$ cat src/rtl/i2c_regport_pkg.sv
package i2c_regport_pkg;

  typedef enum logic [2:0] {
    ST_IDLE,
    ST_RX,
    ST_ACK,
    ST_TX,
    ST_RACK
  } tgt_state_e;

  typedef enum logic [1:0] {
    BY_ADDR,
    BY_PTR,
    BY_DATA
  } rx_kind_e;

endpackage

$ cat src/rtl/i2c_line_sync.sv
module i2c_line_sync #(
  parameter int STAGES = 2
) (
  input  logic clk,
  input  logic rst,
  input  logic line_i,
  output logic level_o,
  output logic rise_o,
  output logic fall_o
);

  logic [STAGES-1:0] chain_q;
  logic              prev_q;

  always_ff @(posedge clk) begin
    if (rst) begin
      chain_q <= '1;
      prev_q  <= 1'b1;
    end else begin
      chain_q <= {chain_q[STAGES-2:0], line_i};
      prev_q  <= chain_q[STAGES-1];
    end
  end

  assign level_o = chain_q[STAGES-1];
  assign rise_o  = chain_q[STAGES-1] & ~prev_q;
  assign fall_o  = ~chain_q[STAGES-1] & prev_q;

endmodule

$ cat src/rtl/i2c_bus_cond.sv
module i2c_bus_cond (
  input  logic scl_lvl,
  input  logic sda_rise,
  input  logic sda_fall,
  output logic cond_start,
  output logic cond_stop
);

  assign cond_start = scl_lvl & sda_fall;
  assign cond_stop  = scl_lvl & sda_rise;

endmodule

$ cat src/rtl/i2c_target_ctrl.sv
module i2c_target_ctrl
  import i2c_regport_pkg::*;
#(
  parameter int PTR_W  = 8,
  parameter int DATA_W = 8,
  parameter logic [(1<<PTR_W)-1:0] VALID_MASK = '1
) (
  input  logic              clk,
  input  logic              rst,
  input  logic [6:0]        dev_addr,
  input  logic              scl_s,
  input  logic              sda_s,
  input  logic              scl_rise,
  input  logic              scl_fall,
  input  logic              bus_start,
  input  logic              bus_stop,
  input  logic [DATA_W-1:0] reg_rdata,
  output logic              sda_oe,
  output logic              reg_we,
  output logic [PTR_W-1:0]  reg_addr,
  output logic [DATA_W-1:0] reg_wdata
);

  localparam int DA_W  = 7;
  localparam int CNT_W = $clog2(DATA_W + 1);
  localparam logic [CNT_W-1:0] CNT_FULL = CNT_W'(DATA_W);
  localparam logic [CNT_W-1:0] CNT_LAST = CNT_W'(DATA_W - 1);
  localparam logic [CNT_W-1:0] CNT_ONE  = CNT_W'(1);

  tgt_state_e        st_q;
  rx_kind_e          kind_q;
  logic              rd_q;
  logic              mack_q;
  logic [CNT_W-1:0]  cnt_q;
  logic [DATA_W-1:0] sh_q;
  logic [DATA_W-1:0] tx_q;
  logic [PTR_W-1:0]  ptr_q;
  logic [PTR_W-1:0]  ptr_nxt;
  logic              oe_q;
  logic              we_q;
  logic [DATA_W-1:0] wd_q;

  logic byte_done;
  logic addr_hit;
  logic ptr_ok;
  logic load_ok;
  logic ptr_load;

  assign ptr_nxt   = ptr_q + 1'b1;
  assign byte_done = (st_q == ST_RX) && scl_fall && (cnt_q == CNT_FULL);
  assign addr_hit  = (sh_q[DATA_W-1 -: DA_W] == dev_addr);
  assign ptr_ok    = VALID_MASK[ptr_q];
  assign load_ok   = VALID_MASK[sh_q[PTR_W-1:0]];
  assign ptr_load  = byte_done && (kind_q == BY_PTR) && !bus_start && !bus_stop;

  always_ff @(posedge clk) begin
    if (rst) begin
      st_q   <= ST_IDLE;
      kind_q <= BY_ADDR;
      rd_q   <= 1'b0;
      mack_q <= 1'b0;
      cnt_q  <= '0;
      sh_q   <= '0;
      tx_q   <= '0;
      ptr_q  <= '0;
      oe_q   <= 1'b0;
      we_q   <= 1'b0;
      wd_q   <= '0;
    end else begin
      we_q <= 1'b0;
      if (bus_start) begin
        st_q   <= ST_RX;
        kind_q <= BY_ADDR;
        cnt_q  <= '0;
        oe_q   <= 1'b0;
      end else if (bus_stop) begin
        st_q <= ST_IDLE;
        oe_q <= 1'b0;
      end else begin
        unique case (st_q)
          ST_IDLE: ;
          ST_RX: begin
            if (scl_rise) begin
              sh_q  <= {sh_q[DATA_W-2:0], sda_s};
              cnt_q <= cnt_q + CNT_ONE;
            end else if (byte_done) begin
              cnt_q <= '0;
              unique case (kind_q)
                BY_ADDR: begin
                  if (addr_hit) begin
                    st_q <= ST_ACK;
                    oe_q <= 1'b1;
                    rd_q <= sh_q[0];
                  end else begin
                    st_q <= ST_IDLE;
                  end
                end
                BY_PTR: begin
                  ptr_q <= sh_q[PTR_W-1:0];
                  st_q  <= ST_ACK;
                  oe_q  <= load_ok;
                end
                default: begin
                  st_q <= ST_ACK;
                  oe_q <= ptr_ok;
                  we_q <= ptr_ok;
                  wd_q <= sh_q;
                end
              endcase
            end
          end
          ST_ACK: begin
            if (scl_fall) begin
              oe_q <= 1'b0;
              unique case (kind_q)
                BY_ADDR: begin
                  if (rd_q) begin
                    st_q  <= ST_TX;
                    tx_q  <= reg_rdata;
                    oe_q  <= ~reg_rdata[DATA_W-1];
                    cnt_q <= '0;
                  end else begin
                    st_q   <= ST_RX;
                    kind_q <= BY_PTR;
                  end
                end
                BY_PTR: begin
                  st_q   <= ST_RX;
                  kind_q <= BY_DATA;
                end
                default: begin
                  st_q  <= ST_RX;
                  ptr_q <= ptr_nxt;
                end
              endcase
            end
          end
          ST_TX: begin
            if (scl_fall) begin
              if (cnt_q == CNT_LAST) begin
                st_q  <= ST_RACK;
                oe_q  <= 1'b0;
                ptr_q <= ptr_nxt;
              end else begin
                cnt_q <= cnt_q + CNT_ONE;
                tx_q  <= {tx_q[DATA_W-2:0], 1'b0};
                oe_q  <= ~tx_q[DATA_W-2];
              end
            end
          end
          ST_RACK: begin
            if (scl_rise) begin
              mack_q <= ~sda_s;
            end else if (scl_fall) begin
              if (mack_q) begin
                st_q  <= ST_TX;
                tx_q  <= reg_rdata;
                oe_q  <= ~reg_rdata[DATA_W-1];
                cnt_q <= '0;
              end else begin
                st_q <= ST_IDLE;
              end
            end
          end
          default: st_q <= ST_IDLE;
        endcase
      end
    end
  end

  assign sda_oe    = oe_q;
  assign reg_we    = we_q;
  assign reg_addr  = ptr_q;
  assign reg_wdata = wd_q;

  // the pull-low enable only moves in a cycle that saw the bus clock low
  p_oe_scl_low_r10: assert property (@(posedge clk) disable iff (rst)
    (oe_q != $past(oe_q)) |-> !$past(scl_s));

  // an ignoring target stays silent
  p_idle_quiet_r3: assert property (@(posedge clk) disable iff (rst)
    (st_q == ST_IDLE) |-> (!oe_q && !we_q));

  // stores only land on usable locations, one strobe per byte
  p_we_usable_r5: assert property (@(posedge clk) disable iff (rst)
    we_q |-> VALID_MASK[ptr_q]);
  p_we_single_r5: assert property (@(posedge clk) disable iff (rst)
    we_q |=> !we_q);

  // outside a pointer load the pointer only steps by one
  p_ptr_step_r6: assert property (@(posedge clk) disable iff (rst)
    ((ptr_q != $past(ptr_q)) && !$past(ptr_load)) |-> (ptr_q == $past(ptr_nxt)));

  // line released while waiting for the controller's answer
  p_rack_release_r8: assert property (@(posedge clk) disable iff (rst)
    (st_q == ST_RACK) |-> !oe_q);

endmodule

$ cat src/rtl/i2c_regport.sv
module i2c_regport #(
  parameter int PTR_W       = 8,
  parameter int DATA_W      = 8,
  parameter int SYNC_STAGES = 2,
  parameter logic [(1<<PTR_W)-1:0] VALID_MASK = {{((1<<PTR_W)-64){1'b0}}, {64{1'b1}}}
) (
  input  logic              clk,
  input  logic              rst,
  input  logic [6:0]        dev_addr,
  input  logic              scl_i,
  input  logic              sda_i,
  output logic              sda_oe,
  output logic              reg_we,
  output logic [PTR_W-1:0]  reg_addr,
  output logic [DATA_W-1:0] reg_wdata,
  input  logic [DATA_W-1:0] reg_rdata
);

  localparam int N_LINES = 2;
  localparam int L_SCL   = 0;
  localparam int L_SDA   = 1;

  logic [N_LINES-1:0] raw;
  logic [N_LINES-1:0] lvl;
  logic [N_LINES-1:0] rise;
  logic [N_LINES-1:0] fall;
  logic               cond_start;
  logic               cond_stop;

  assign raw[L_SCL] = scl_i;
  assign raw[L_SDA] = sda_i;

  for (genvar g = 0; g < N_LINES; g++) begin : g_sync
    i2c_line_sync #(.STAGES(SYNC_STAGES)) u_sync (
      .clk     (clk),
      .rst     (rst),
      .line_i  (raw[g]),
      .level_o (lvl[g]),
      .rise_o  (rise[g]),
      .fall_o  (fall[g])
    );
  end

  i2c_bus_cond u_cond (
    .scl_lvl    (lvl[L_SCL]),
    .sda_rise   (rise[L_SDA]),
    .sda_fall   (fall[L_SDA]),
    .cond_start (cond_start),
    .cond_stop  (cond_stop)
  );

  i2c_target_ctrl #(
    .PTR_W      (PTR_W),
    .DATA_W     (DATA_W),
    .VALID_MASK (VALID_MASK)
  ) u_ctrl (
    .clk       (clk),
    .rst       (rst),
    .dev_addr  (dev_addr),
    .scl_s     (lvl[L_SCL]),
    .sda_s     (lvl[L_SDA]),
    .scl_rise  (rise[L_SCL]),
    .scl_fall  (fall[L_SCL]),
    .bus_start (cond_start),
    .bus_stop  (cond_stop),
    .reg_rdata (reg_rdata),
    .sda_oe    (sda_oe),
    .reg_we    (reg_we),
    .reg_addr  (reg_addr),
    .reg_wdata (reg_wdata)
  );

endmodule

$ cat config.mk
export PLATFORM = sky130hd
export DESIGN_NAME = i2c_regport
export DESIGN_NICKNAME = d
export VERILOG_FILES = /design/src/rtl/i2c_regport_pkg.sv /design/src/rtl/i2c_line_sync.sv /design/src/rtl/i2c_bus_cond.sv /design/src/rtl/i2c_target_ctrl.sv /design/src/rtl/i2c_regport.sv
export SDC_FILE = /design/constraint.sdc
export NUM_CORES = 1
export LEC_CHECK = 0
export ABC_AREA = 1
export BUFFER_PORTS_ARGS = -buffer_cell sky130_fd_sc_hd__buf_2
export CORE_MARGIN = 3
export CORE_UTILIZATION = 64
export CTS_BUF_LIST = sky130_fd_sc_hd__clkbuf_4 sky130_fd_sc_hd__clkbuf_8
export DETAILED_ROUTE_END_ITERATION = 7
export PLACE_DENSITY = 0.87
export SETUP_SLACK_MARGIN = 0.02
export SLEW_MARGIN = 10
export SYNTH_ARGS = -nofsm -noshare
export SYNTH_HDL_FRONTEND = slang
export SYNTH_HIERARCHICAL = 1
export SYNTH_SLANG_ARGS = --single-unit
$ cat constraint.sdc
create_clock -name clk -period 5.3 [get_ports clk]
set_input_delay 0.265 -clock clk [delete_from_list [all_inputs] [get_ports clk]]
set_output_delay 0.265 -clock clk [all_outputs]
set_load 0.005 [all_outputs]
==> impl_metrics.tcl <==
set metrics [dict create \
    outcome "complete, no violations" \
    start_kind "register" \
    m1WireLength_mm 3.091 \
    cts_tree "built" \
    p_comb_frac 0.168 \
    p_clk_frac 0.296 \
    core_area_mm2 0.004115 \
    hp-class "primary input to register" \
    drive_above_1_share 0.1464 \
    end_kind "register" \
    synth_seq_cells 52 \
    hpwl_mm 5.052 \
    drt_wl_total_mm 6.742 \
    num_rows 23 \
    syn_inst 441 \
    wl_met2_mm 2.990 \
    fin_hold_ws_ns 0.1245 \
    rsz0062_at_grt "no" \
    worst_ep_required_time_ns 5.56 \
    highest_layer "met4" \
    slew_viol_final 0 \
    worst_slew_pin_slew_ns 0.6774 \
    crit_arrival_ns 2.48 \
    drtIter0Drc 233 \
    cts_setup_buffers 0 \
    slew_headroom 0.5479 \
    clockBufferDepth 2 \
    drcViolationCount 0 \
    placement.cell_area_mm2 0.003034 \
    area_growth_pct 11.05 \
    setup_violations 0 \
    grt_max_degree 23 \
    period_share 0.4187 \
    period_needed_ns 2.219 \
    vdd_drop_max_mv 0.1783 \
    clockRootBuffer "clkbuf_8" \
    final_cell_mix "nand2_1, inv_1, nor2_1, dfxtp_1, buf_2" \
    holdPathStages 3 \
    yosysUniqueCellTypes 34 \
    finalHoldViolations 0 \
    synth_nets 463 \
    path_class "register to register" \
    initial_core_util 0.6850 \
    intPower_mw 0.5571 \
    synth_top_family_by_area "simple AND/OR/NAND/NOR gates" \
    wl_met3_um 531 \
    p_per_area_mw_per_mm2 256.2 \
    r2r.worst_path.cells 9 \
    yosys.area_share.adder 0.01332 \
    total_power_mw 0.8022 \
    ys_seq_area_frac 0.3693 \
    drtPass1Iterations 5 \
    viasPerCell 5.578 \
    antennaDiodeCount 0 \
    skew_ns 0.009679 \
    fin_setup_tns_ns 0 \
    synth-xor-area-share 0.009321 \
    grt_antenna_before_repair 0 \
    ctsResizeCount 0 \
    dieArea_mm2 0.005237 \
    grt_first_pass_wirelength_mm 11.36 \
    layout_commonest_cell "nand2_1" \
    die-height_um 72.37 \
    swShare 0.3055 \
    p_seq_frac 0.537 \
    wl_per_cell_um 12.77 \
    pin_count 37 \
    synthSimpleGateAreaFrac 0.3640 \
    io_buffers 36 \
    fmax_mhz 450.6 \
    postLayoutCellArea_mm2 0.003131 \
    grt_pass1_vias 2595 \
    leakage_nw 1.562 \
    vias 2945 \
    overflow 0 \
    die_w_um 72.37 \
    clk_pin_slew_ns 0.10 \
    yosysWarnings 6 \
    layout.nets 499 \
    cp_max_fo 17 \
    avgSynthCellArea_um2 6.392 \
    grt_use_total 0.2692 \
    power_switching_mw 0.2450 \
    synth_compound_area_frac 0.1465 \
    maxCapViolCount 0 \
    numCtsBuffers 5 \
    synth_mux_area_frac 0 \
    insertion_delay_ns 0.31 \
    synthesis.area_mm2 0.002819 \
    cts_max_level 2 \
    ant_nets 0 \
    hold_buffers 0 \
    cts_sinks 52 \
    place_congestion 0.9736 \
]
==> layout make-up <==
cell class | instances | area (um2)
repair buffers | 36 | 180.2
fillers | 347 | 984.7
well taps | 50 | 62.56
flip-flops and latches | 52 | 1041
clock inverters | 3 | 27.53
clock buffers | 5 | 68.82
multi-input cells | 316 | 1503
inverters | 66 | 247.7
==> cell usage after synthesis <==
master | instances | area [um2]
nand2_1 | 119 | 446.7
o21ai_2 | 1 | 8.760
nor3_4 | 1 | 16.27
xor2_1 | 2 | 17.52
dfxtp_1 | 52 | 1041
nand2_2 | 7 | 43.79
o21a_1 | 1 | 7.510
nor3_1 | 3 | 15.01
nor4_4 | 1 | 21.27
buf_2 | 1 | 5.000
o21bai_1 | 3 | 22.52
nand3_4 | 1 | 17.52
nor2_4 | 2 | 22.52
o31ai_1 | 1 | 7.510
or2_0 | 1 | 6.260
xnor2_1 | 1 | 8.760
inv_2 | 8 | 30.03
a211oi_1 | 1 | 7.510
nand4_1 | 2 | 12.51
clkbuf_1 | 6 | 22.52
or2_2 | 1 | 6.260
nand3_1 | 27 | 135.1
o21ai_0 | 18 | 90.09
ha_1 | 3 | 37.54
o22ai_1 | 1 | 6.260
nor3b_1 | 1 | 7.510
a21oi_1 | 34 | 170.2
or2_1 | 1 | 6.260
nor2_2 | 4 | 25.02
nor2_1 | 55 | 206.5
nor4_1 | 6 | 37.54
a31oi_1 | 2 | 12.51
o21ai_1 | 16 | 80.08
inv_1 | 58 | 217.7
==> worst max-delay path: stages (launching register included) <==
cell and delay, ns:
dfxtp_1 0.37, inv_1 0.06, nor2_1 0.43, inv_1 0.18
nor2_1 0.17, nand2_1 0.34, o21ai_1 0.25, a21oi_1 0.08
or2_1 0.25, inv_1 0.05
==> worst paths after layout <==
kind,startpoint,slack [ns],end
max reg2reg,g_sync[0].u_sync/chain_q[1],3.08,u_ctrl/load_ok
min reg2reg,g_sync[0].u_sync/chain_q[0],0.42,g_sync[0].u_sync/chain_q[1]
max,g_sync[0].u_sync/chain_q[1],3.08,u_ctrl/load_ok
min,sda_i,0.12,g_sync[1].u_sync/chain_q[0]
==> sequential cells by signal, indices dropped and copies added (netlist names) <==
signal	count
g_sync.u_sync/chain_q	4
g_sync.u_sync/prev_q	2
u_ctrl/cnt_q	4
u_ctrl/kind_q	2
u_ctrl/load_ok	1
u_ctrl/mack_q	1
u_ctrl/ptr_ok	1
u_ctrl/rd_q	1
u_ctrl/reg_addr	8
u_ctrl/reg_wdata	8
u_ctrl/reg_we	1
u_ctrl/sda_oe	1
u_ctrl/sh_q	8
u_ctrl/st_q	3
u_ctrl/tx_q	7
==> power groups by stage <==
stage / Sequential [mW] / Clock (mW) / Combinational, mW
final: 0.430 / 0.237 / 0.134
after floorplan: 0.436 / 0 / 0.0947
after CTS: 0.430 / 0.243 / 0.133
after global routing: 0.434 / 0.256 / 0.155
after global placement: 0.439 / 0 / 0.129
after detailed placement: 0.439 / 0 / 0.131
==> cell families (layout without fill, tap and decap cells) <==
logic type                 Yosys count  in the layout
AOI/OAI and AO/OA                   78             78
adders and majority gates            3              3
and+or+nand+nor                    232            232
xor gates and xnor gates             3              3
DFF                                 52             52
buffers and inverters               73            110
==> stage by stage <==
stage,instances,worst slack (ns),util
finish,528,3.081,0.7607
global route,528,2.875,0.7607
CTS,528,3.117,0.7607
detailed placement,520,3.115,0.7373
global placement,520,3.137,0.7373
floorplan,441,3.633,-
==> metal layers <==
| metal | GRT usage | vias up |
|---|---|---|
| met5 | 0 | - |
| met4 | 0.09812 | 0 |
| met3 | 0.04709 | 14 |
| met2 | 0.4135 | 128 |
| met1 | 0.3782 | 1327 |
| li1 | - | 1476 |
(Power assumes the default switching activity.)
